### src/rtl/guard_pkg.sv
package guard_pkg;
  typedef enum logic [1:0] {
    ACT_INTERVAL = 2'b00,
    ACT_NMI      = 2'b01,
    ACT_RESET    = 2'b10,
    ACT_RESET_B  = 2'b11
  } guard_act_e;

  function automatic logic act_is_reset(input guard_act_e a);
    return a[1];
  endfunction
endpackage

### src/rtl/guard_ctrl.sv
module guard_ctrl
  import guard_pkg::*;
#(
  parameter int TAP_W = 2
) (
  input  logic             clk,
  input  logic             srst,
  input  logic             ctl_we,
  input  logic             ctl_run,
  input  logic [1:0]       ctl_mode,
  input  logic             tap_we,
  input  logic [TAP_W-1:0] tap_sel,
  output logic             run_q,
  output guard_act_e       mode_q,
  output logic [TAP_W-1:0] tap_q,
  output logic             restart
);
  assign restart = ctl_we & ctl_run;

  always_ff @(posedge clk) begin
    if (srst) begin
      run_q  <= 1'b0;
      mode_q <= ACT_INTERVAL;
      tap_q  <= '0;
    end else begin
      if (restart) run_q <= 1'b1;
      if (ctl_we && !run_q) mode_q <= guard_act_e'(ctl_mode);
      if (tap_we && !run_q) tap_q <= tap_sel;
    end
  end
endmodule

### src/rtl/guard_prescaler.sv
module guard_prescaler #(
  parameter int TAP_BASE = 4,
  parameter int TAP_STEP = 2,
  parameter int NUM_TAPS = 4,
  parameter int TAP_W    = 2
) (
  input  logic             clk,
  input  logic             srst,
  input  logic             clr,
  input  logic             en,
  input  logic [TAP_W-1:0] tap,
  output logic             tick
);
  localparam int PRE_W = TAP_BASE + TAP_STEP * (NUM_TAPS - 1);

  logic [PRE_W-1:0]    pre_q;
  logic [NUM_TAPS-1:0] tap_hit;

  always_ff @(posedge clk) begin
    if (srst || clr) pre_q <= '0;
    else if (en)     pre_q <= pre_q + 1'b1;
  end

  for (genvar i = 0; i < NUM_TAPS; i++) begin : g_tap
    localparam int LOW = TAP_BASE + TAP_STEP * i;
    assign tap_hit[i] = &pre_q[LOW-1:0];
  end

  assign tick = en & ~clr & tap_hit[tap];
endmodule

### src/rtl/guard_counter.sv
module guard_counter #(
  parameter int CNT_W = 7
) (
  input  logic             clk,
  input  logic             srst,
  input  logic             clr,
  input  logic             tick,
  output logic [CNT_W-1:0] cnt_q,
  output logic             ovf
);
  always_ff @(posedge clk) begin
    if (srst || clr) cnt_q <= '0;
    else if (tick)   cnt_q <= cnt_q + 1'b1;
  end

  assign ovf = tick & (&cnt_q);
endmodule

### src/rtl/guard_timer.sv
module guard_timer
  import guard_pkg::*;
#(
  parameter int CNT_W    = 7,
  parameter int TAP_BASE = 4,
  parameter int TAP_STEP = 2,
  parameter int NUM_TAPS = 4,
  parameter int TAP_W    = $clog2(NUM_TAPS)
) (
  input  logic             clk,
  input  logic             rst,
  input  logic             stop_i,
  input  logic             ctl_we,
  input  logic             ctl_run,
  input  logic [1:0]       ctl_mode,
  input  logic             tap_we,
  input  logic [TAP_W-1:0] tap_sel,
  output logic             irq_o,
  output logic             nmi_o,
  output logic             rst_req_o
);
  logic             srst;
  logic             run_q;
  guard_act_e       mode_q;
  logic [TAP_W-1:0] tap_q;
  logic             restart;
  logic             tick;
  logic [CNT_W-1:0] cnt_q;
  logic             ovf;
  logic             irq_q, nmi_q, rreq_q;

  assign srst = rst | rreq_q;

  guard_ctrl #(.TAP_W(TAP_W)) u_ctrl (
    .clk(clk), .srst(srst), .ctl_we(ctl_we), .ctl_run(ctl_run),
    .ctl_mode(ctl_mode), .tap_we(tap_we), .tap_sel(tap_sel),
    .run_q(run_q), .mode_q(mode_q), .tap_q(tap_q), .restart(restart)
  );

  guard_prescaler #(
    .TAP_BASE(TAP_BASE), .TAP_STEP(TAP_STEP),
    .NUM_TAPS(NUM_TAPS), .TAP_W(TAP_W)
  ) u_pre (
    .clk(clk), .srst(srst), .clr(restart),
    .en(run_q & ~stop_i), .tap(tap_q), .tick(tick)
  );

  guard_counter #(.CNT_W(CNT_W)) u_cnt (
    .clk(clk), .srst(srst), .clr(restart), .tick(tick),
    .cnt_q(cnt_q), .ovf(ovf)
  );

  always_ff @(posedge clk) begin
    if (srst) begin
      irq_q  <= 1'b0;
      nmi_q  <= 1'b0;
      rreq_q <= 1'b0;
    end else begin
      irq_q  <= ovf & (mode_q == ACT_INTERVAL);
      nmi_q  <= ovf & (mode_q == ACT_NMI);
      rreq_q <= ovf & act_is_reset(mode_q);
    end
  end

  assign irq_o     = irq_q;
  assign nmi_o     = nmi_q;
  assign rst_req_o = rreq_q;
endmodule

### config.mk
export PLATFORM = sky130hd
export DESIGN_NAME = guard_timer
export DESIGN_NICKNAME = d
export VERILOG_FILES = /design/src/rtl/guard_pkg.sv /design/src/rtl/guard_ctrl.sv /design/src/rtl/guard_prescaler.sv /design/src/rtl/guard_counter.sv /design/src/rtl/guard_timer.sv
export SDC_FILE = /design/constraint.sdc
export NUM_CORES = 1
export LEC_CHECK = 0
export BUFFER_PORTS_ARGS = -buffer_cell sky130_fd_sc_hd__buf_2
export CAP_MARGIN = 20
export CORE_AREA = 2 2 60 62
export DETAILED_ROUTE_END_ITERATION = 10
export DIE_AREA = 0 0 62 64
export SETUP_SLACK_MARGIN = 0.3
export SYNTH_ARGS = -nofsm -noshare
export SYNTH_HDL_FRONTEND = slang
export SYNTH_HIERARCHICAL = 1
export SYNTH_SLANG_ARGS = --single-unit
### constraint.sdc
create_clock -name clk -period 2.2 [get_ports clk]
set_input_delay 0.11 -clock clk [delete_from_list [all_inputs] [get_ports clk]]
set_output_delay 0.11 -clock clk [all_outputs]
set_load 0.02 [all_outputs]
==> out/summary.txt, run 1 <==
status: completed
first-pass GRT wire length: 3.35 mm
area of the multi-input gates: 578 um2
Post-Syn Nets: 134
layout cells sized above 1: 0.225
drt via density: 4.85
TritonCTS Buffers: 3
top-count cell post-synth: dfxtp_1
# DRC: 0
EDFF count, synth: 0
crit path DAT: 1.95 ns
# H-tree levels: 1
count of final setup violators: 0
antenna violations before repair: 0
syn_area_per_cell: 9.10 um2
register area share after synthesis: 0.451
Starting Density: 0.338
CTS Hold Buffers Added: 0
Tmin final: 1.70 ns
wire per inst: 10.7 um
Sum Neg Setup Slack: 0 ns
RSZ-0062 raised after global routing: no
Die Width: 62 um
worst-skew pair later-pin latency: 0.32 ns
clk_skew: 0.00682 ns
Pleak: 0.000465 uW
antenna cells: 0
normalized max-slew margin: 0.769
Clock Path Buffers: 2
grt total ovfl: 0
GP Congestion: 0.758
Synth Warn #: 6
TritonCTS Sinks: 25
Worst Tran Pin Value: 0.344 ns
flops & latches, synth: 25
Netlist cell types: 32
Routed WL: 1.96 mm
Post-Syn Instances: 122
synth-to-layout area growth: 14.7%
mapped cell area: 1110 um2
post-synth top area share: 0.451
Pwr per Cell Area: 562 nW/um2
Tcrit/Tclk final: 0.771
Critical Path RT: 2.46 ns
Worst Setup End Kind: flop
Max Cap Viol: 0
vias in the first global route: 874
fillcell total: 347
Synth Flop Type: dfxtp_1
top cell type by total area after synthesis: dfxtp_1
Worst IR Drop VDD: 0.267 mV
placed wire-length estimate: 1.49 mm
largest net degree at the start of global routing: 15
Die Y: 64 um
via count: 892
die area: 3970 um2
most frequent cells after synthesis: dfxtp_1, nor2_1, a21oi_1
core area: 3280 um2
CTS tree: done
ranking of synthesized cells by area: dfxtp_1, nor2_1, a21oi_1, nand4bb_1, xor2_1
I/O Buffers: 12
# IOs: 13
smallest hold slack: 0.0350 ns
fmax: 0.590 GHz
global-route usage over all layers: 0.111
max-slew violations: 0
Startpoint Class: flop
antenna-violating nets left: 0
num rows: 21
CP Class: flop to flop
nets: 151
worst min-delay path category: primary input to flop
Root Driver: clkbuf_4
Reg clk slew, reported paths: 0.13 ns
Max FO, Critical Path: 8
Hold Vio Cnt, Final: 0
DRT iter0 DRCs: 12
ys async rst share: 0
register area: 504 um2
Pre-Repair DR Iteration Count: 3
-- report_power, final --
| part | switching [uW] | leakage [uW] | internal (uW) |
|---|---|---|---|
| Clock | 137 | 0.0000177 | 68.2 |
| Sequential | 5.96 | 0.000204 | 460 |
| Combinational | 21.5 | 0.000244 | 22.0 |
| Total | 165 | 0.000465 | 550 |
-- layer usage --
metal	track usage	vias to the layer above	routed length (um)
met5	0	-	0
met4	0.0718	0	55
met3	0.00607	5	17
met2	0.197	9	999
met1	0.120	417	890
li1	-	461	-
-- state kept, by name (all words and copies together) (netlist names) --
signal / count
rst_req_o: 1
u_ctrl/run_q: 1
u_cnt/cnt_q: 7
u_ctrl/tap_q: 2
u_ctrl/mode_q: 2
nmi_o: 1
irq_o: 1
u_pre/pre_q: 10
-- placed cells by master, fill, tap and decap left out, types with 2 or more instances in the layout --
master / instances
dfxtp_1: 22
nor2_1: 13
buf_2: 12
a21oi_1: 9
nand2_1: 8
or3_1: 5
nand4_1: 5
xor2_1: 5
inv_1: 4
o21ai_0: 4
buf_4: 4
nand2b_1: 4
nand4bb_1: 4
o21ai_1: 4
nor2b_1: 3
clkbuf_4: 3
mux2i_1: 3
xnor2_1: 3
dfxtp_2: 3
or2_2: 2
ha_1: 2
o31ai_1: 2
or4_1: 2
-- worst paths after layout --
path / startpoint / to / slack, ns / cells after the start
setup / recovery: u_ctrl/run_q / u_cnt/cnt_q[6] / 0.50 / 7
hold / removal: ctl_run / u_ctrl/run_q / 0.03 / 3
hold reg to reg: u_pre/pre_q[9] / u_pre/pre_q[9] / 0.49 / 2
setup reg to reg: u_ctrl/run_q / u_cnt/cnt_q[6] / 0.50 / 7
-- layout make-up --
cell class	count	share of cell area
clock inverter	1	0.00393
sequential	25	0.396
timing repair buffer	16	0.0708
multi-input combinational	89	0.454
tap	46	0.0452
inverter	4	0.0118
clock buffer	3	0.0177
-- worst max-delay path: stages (launching register included) --
cell and delay (ns):
dfxtp_2 0.40, nor2b_1 0.18, nand4_1 0.13, nor2_1 0.11
o21a_2 0.17, nand4_2 0.13, or3_1 0.37, a21oi_1 0.15
-- cell families (layout without fill, tap and decap cells) --
kind of cell	count (synthesis)	after routing	synth area share
AO/OA/AOI/OAI	20	20	0.0970
XOR/XNOR	8	8	0.0631
adder cells (fa/ha/maj)	2	2	0.0225
buffers and inverters	8	24	0.0338
flip-flops	25	25	0.451
multiplexers	3	3	0.0271
AND/OR/NAND/NOR	56	56	0.306
-- per-stage QoR --
stage / instances / setup slack (ns) / area, um2 / util / total power, uW
after floorplan: 122 / 0.371 / 1110 / - / 504
after global placement: 178 / 0.415 / 1220 / 0.371 / 518
after detailed placement: 178 / 0.322 / 1220 / 0.371 / 520
after CTS: 182 / 0.382 / 1250 / 0.380 / 728
after global routing: 184 / 0.338 / 1270 / 0.387 / 740
final: 184 / 0.505 / 1270 / 0.387 / 715
-- timing repair --
item,CTS,global route
gates resized for setup,1,4
endpoints found under the setup margin,4,5
setup buffers,0,2
No activity file was read; power rests on OpenSTA's default activity.
==> run 2, diff against run 1 <==
==> constraint.sdc (replaced) <==
create_clock -name clk -period 1.5 [get_ports clk]
set_input_delay 0.075 -clock clk [delete_from_list [all_inputs] [get_ports clk]]
set_output_delay 0.075 -clock clk [all_outputs]
set_load 0.02 [all_outputs]
==> out/summary.txt, run 2 (synthesis gave the netlist of run 1 again) <==
status: finished, violations left
failing checks: setup timing
num rows: 21 (unchanged)
post-layout util: 0.468 (+0.0804)
via count: 977 (+9.5%)
Max FO, Critical Path: 5 (-3)
crit path DAT: 1.82 ns (-0.13 ns)
clk_skew: 0.00613 ns (-0.000687 ns)
Pleak: 0.000584 uW (+26%)
global-route usage over all layers: 0.129 (+0.0188)
Most flops, register: u_pre/pre_q
# DRC: 0 (unchanged)
wire per inst: 11.1 um (+4.4%)
vias in the first global route: 964 (+10%)
Reg clk slew, reported paths: 0.14 ns (about the same)
Critical Path RT: 1.78 ns (-0.68 ns)
I/O Buffers: 12 (unchanged)
Tcrit/Tclk final: 1.03 (+0.256)
layout cells sized above 1: 0.357 (+0.132)
Tot Pwr: 1090 uW (+53%)
met3 GRT Util: 0.00607 (unchanged)
final worst slack: -0.0394 ns (-0.544 ns)
GP Congestion: 0.771 (+1.8%)
drt via density: 4.81 (-0.72%)
Die Y: 64 um (unchanged)
Hold Vio Cnt, Final: 0 (unchanged)
Pwr per Cell Area: 712 nW/um2 (+27%)
Root Driver: clkbuf_4
CP Class: flop to flop
grt total ovfl: 0 (unchanged)
worst-skew pair later-pin latency: 0.33 ns (about the same)
TritonCTS Buffers: 3 (unchanged)
RSZ-0062 raised after global routing: yes
Max Cap Viol: 0 (unchanged)
fillcell total: 310 (-11%)
Worst Setup End Kind: flop
DRT iter0 DRCs: 28 (+16)
GR Util met1: 0.162 (+0.0426)
commonest non-fill, non-tap cell in the layout: dfxtp_1
first-pass GRT wire length: 3.89 mm (+16%)
antenna-violating nets left: 0 (unchanged)
most frequent cells in the layout: dfxtp_1, nor2_1, buf_4, buf_2, a21oi_1
core area: 3280 um2 (unchanged)
Starting Density: 0.338 (unchanged)
global route hottest layer: met2
placed wire-length estimate: 1.60 mm (+7.9%)
# IOs: 13 (unchanged)
count of final setup violators: 3 (+3)
Pre-Repair DR Iteration Count: 4 (+1)
synth-to-layout area growth: 38.4%
Worst Tran Pin Value: 0.255 ns (-0.0882 ns)
Die Width: 62 um (unchanged)
Worst IR Drop VDD: 0.412 mV (+54%)
Tmin final: 1.54 ns (-0.156 ns)
max-slew violations: 0 (unchanged)
Place WS: -0.161 ns (-0.483 ns)
largest net degree at the start of global routing: 16 (+1)
GRT met2 Usage: 0.210 (+0.0130)
Clock Path Buffers: 2 (unchanged)
Routed WL: 2.26 mm (+15%)
die area: 3970 um2 (unchanged)
normalized max-slew margin: 0.828 (+0.0595)
antenna cells: 0 (unchanged)
TritonCTS Sinks: 25 (unchanged)
antenna violations before repair: 0 (unchanged)
Largest regs: u_pre/pre_q x10, u_cnt/cnt_q x7
Startpoint Class: flop
max reg flops: 10 (unchanged)
CTS tree: done
worst min-delay path category: primary input to flop
# H-tree levels: 1 (unchanged)
fmax: 0.650 GHz (+10%)
nets: 170 (+13%)
==> run 2: changes by cell type in the layout (fill, tap and decap cells not counted), sizes merged <==
cell         previous run  this run
clkinv                  1         0
clkinvlp                0         1
buf                    16        30
dlygate4sd3             0         5
==> run 2: timing repair <==
action,in CTS,in global routing
pin swaps,15,6
endpoints found under the setup margin,16,20
resized for setup,17,8
hold buffers,5,0
buffers inserted,4,2
endpoints found under the hold margin,4,0
==> run 2: final timing paths <==
| path | from | endpoint | slack (ns) | cells after the start |
|---|---|---|---|---|
| max | u_pre/pre_q[0] | u_cnt/cnt_q[5] | -0.04 | 7 |
| min | tap_sel[0] | u_ctrl/tap_q[0] | 0.02 | 3 |
| max reg2reg | u_pre/pre_q[0] | u_cnt/cnt_q[5] | -0.04 | 7 |
| min reg2reg | u_pre/pre_q[9] | u_pre/pre_q[9] | 0.49 | 2 |
==> run 2: layout make-up <==
cell class              count  area, um2  area share
multi-input cells          89        666       0.433
flip-flops and latches     25        504       0.328
repair buffers             35        264       0.172
well taps                  46       57.6      0.0375
clock buffers               3       22.5      0.0147
inverters                   4       15.0     0.00977
clock inverters             1       7.51     0.00489
==> run 2: routing by layer <==
metal  wire [um]  vias up
met2        1160       18
li1            -      498
met3          36        4
met4          55        0
met5           0        -
met1        1010      457
==> run 2: where the power goes <==
group          total, uW  leakage (uW)  switching, uW  internal, uW
logic               93.6      0.000367           41.2          52.4
registers            682      0.000204           7.26           675
clock network        318     0.0000139            215           102
==> run 2: worst max-delay path, stage by stage, from the launching register on <==
cell	delay, ns
dfxtp_2	0.39
ha_4	0.15
nand4_1	0.09
nor2_1	0.10
o21a_2	0.19
nand4_4	0.11
or3_1	0.34
a21oi_1	0.12
==> run 2: metrics by stage <==
stage          setup TNS (ns)  hold WS, ns  cell area, um2  cells
2_1_floorplan           -1.16        0.215            1120    122
3_3_place_gp           -0.514        0.311            1310    188
3_5_place_dp           -0.782        0.327            1310    188
4_1_cts               -0.0920      0.00713            1490    201
5_1_grt                -0.543       0.0137            1540    203
6_report              -0.0819       0.0154            1540    203
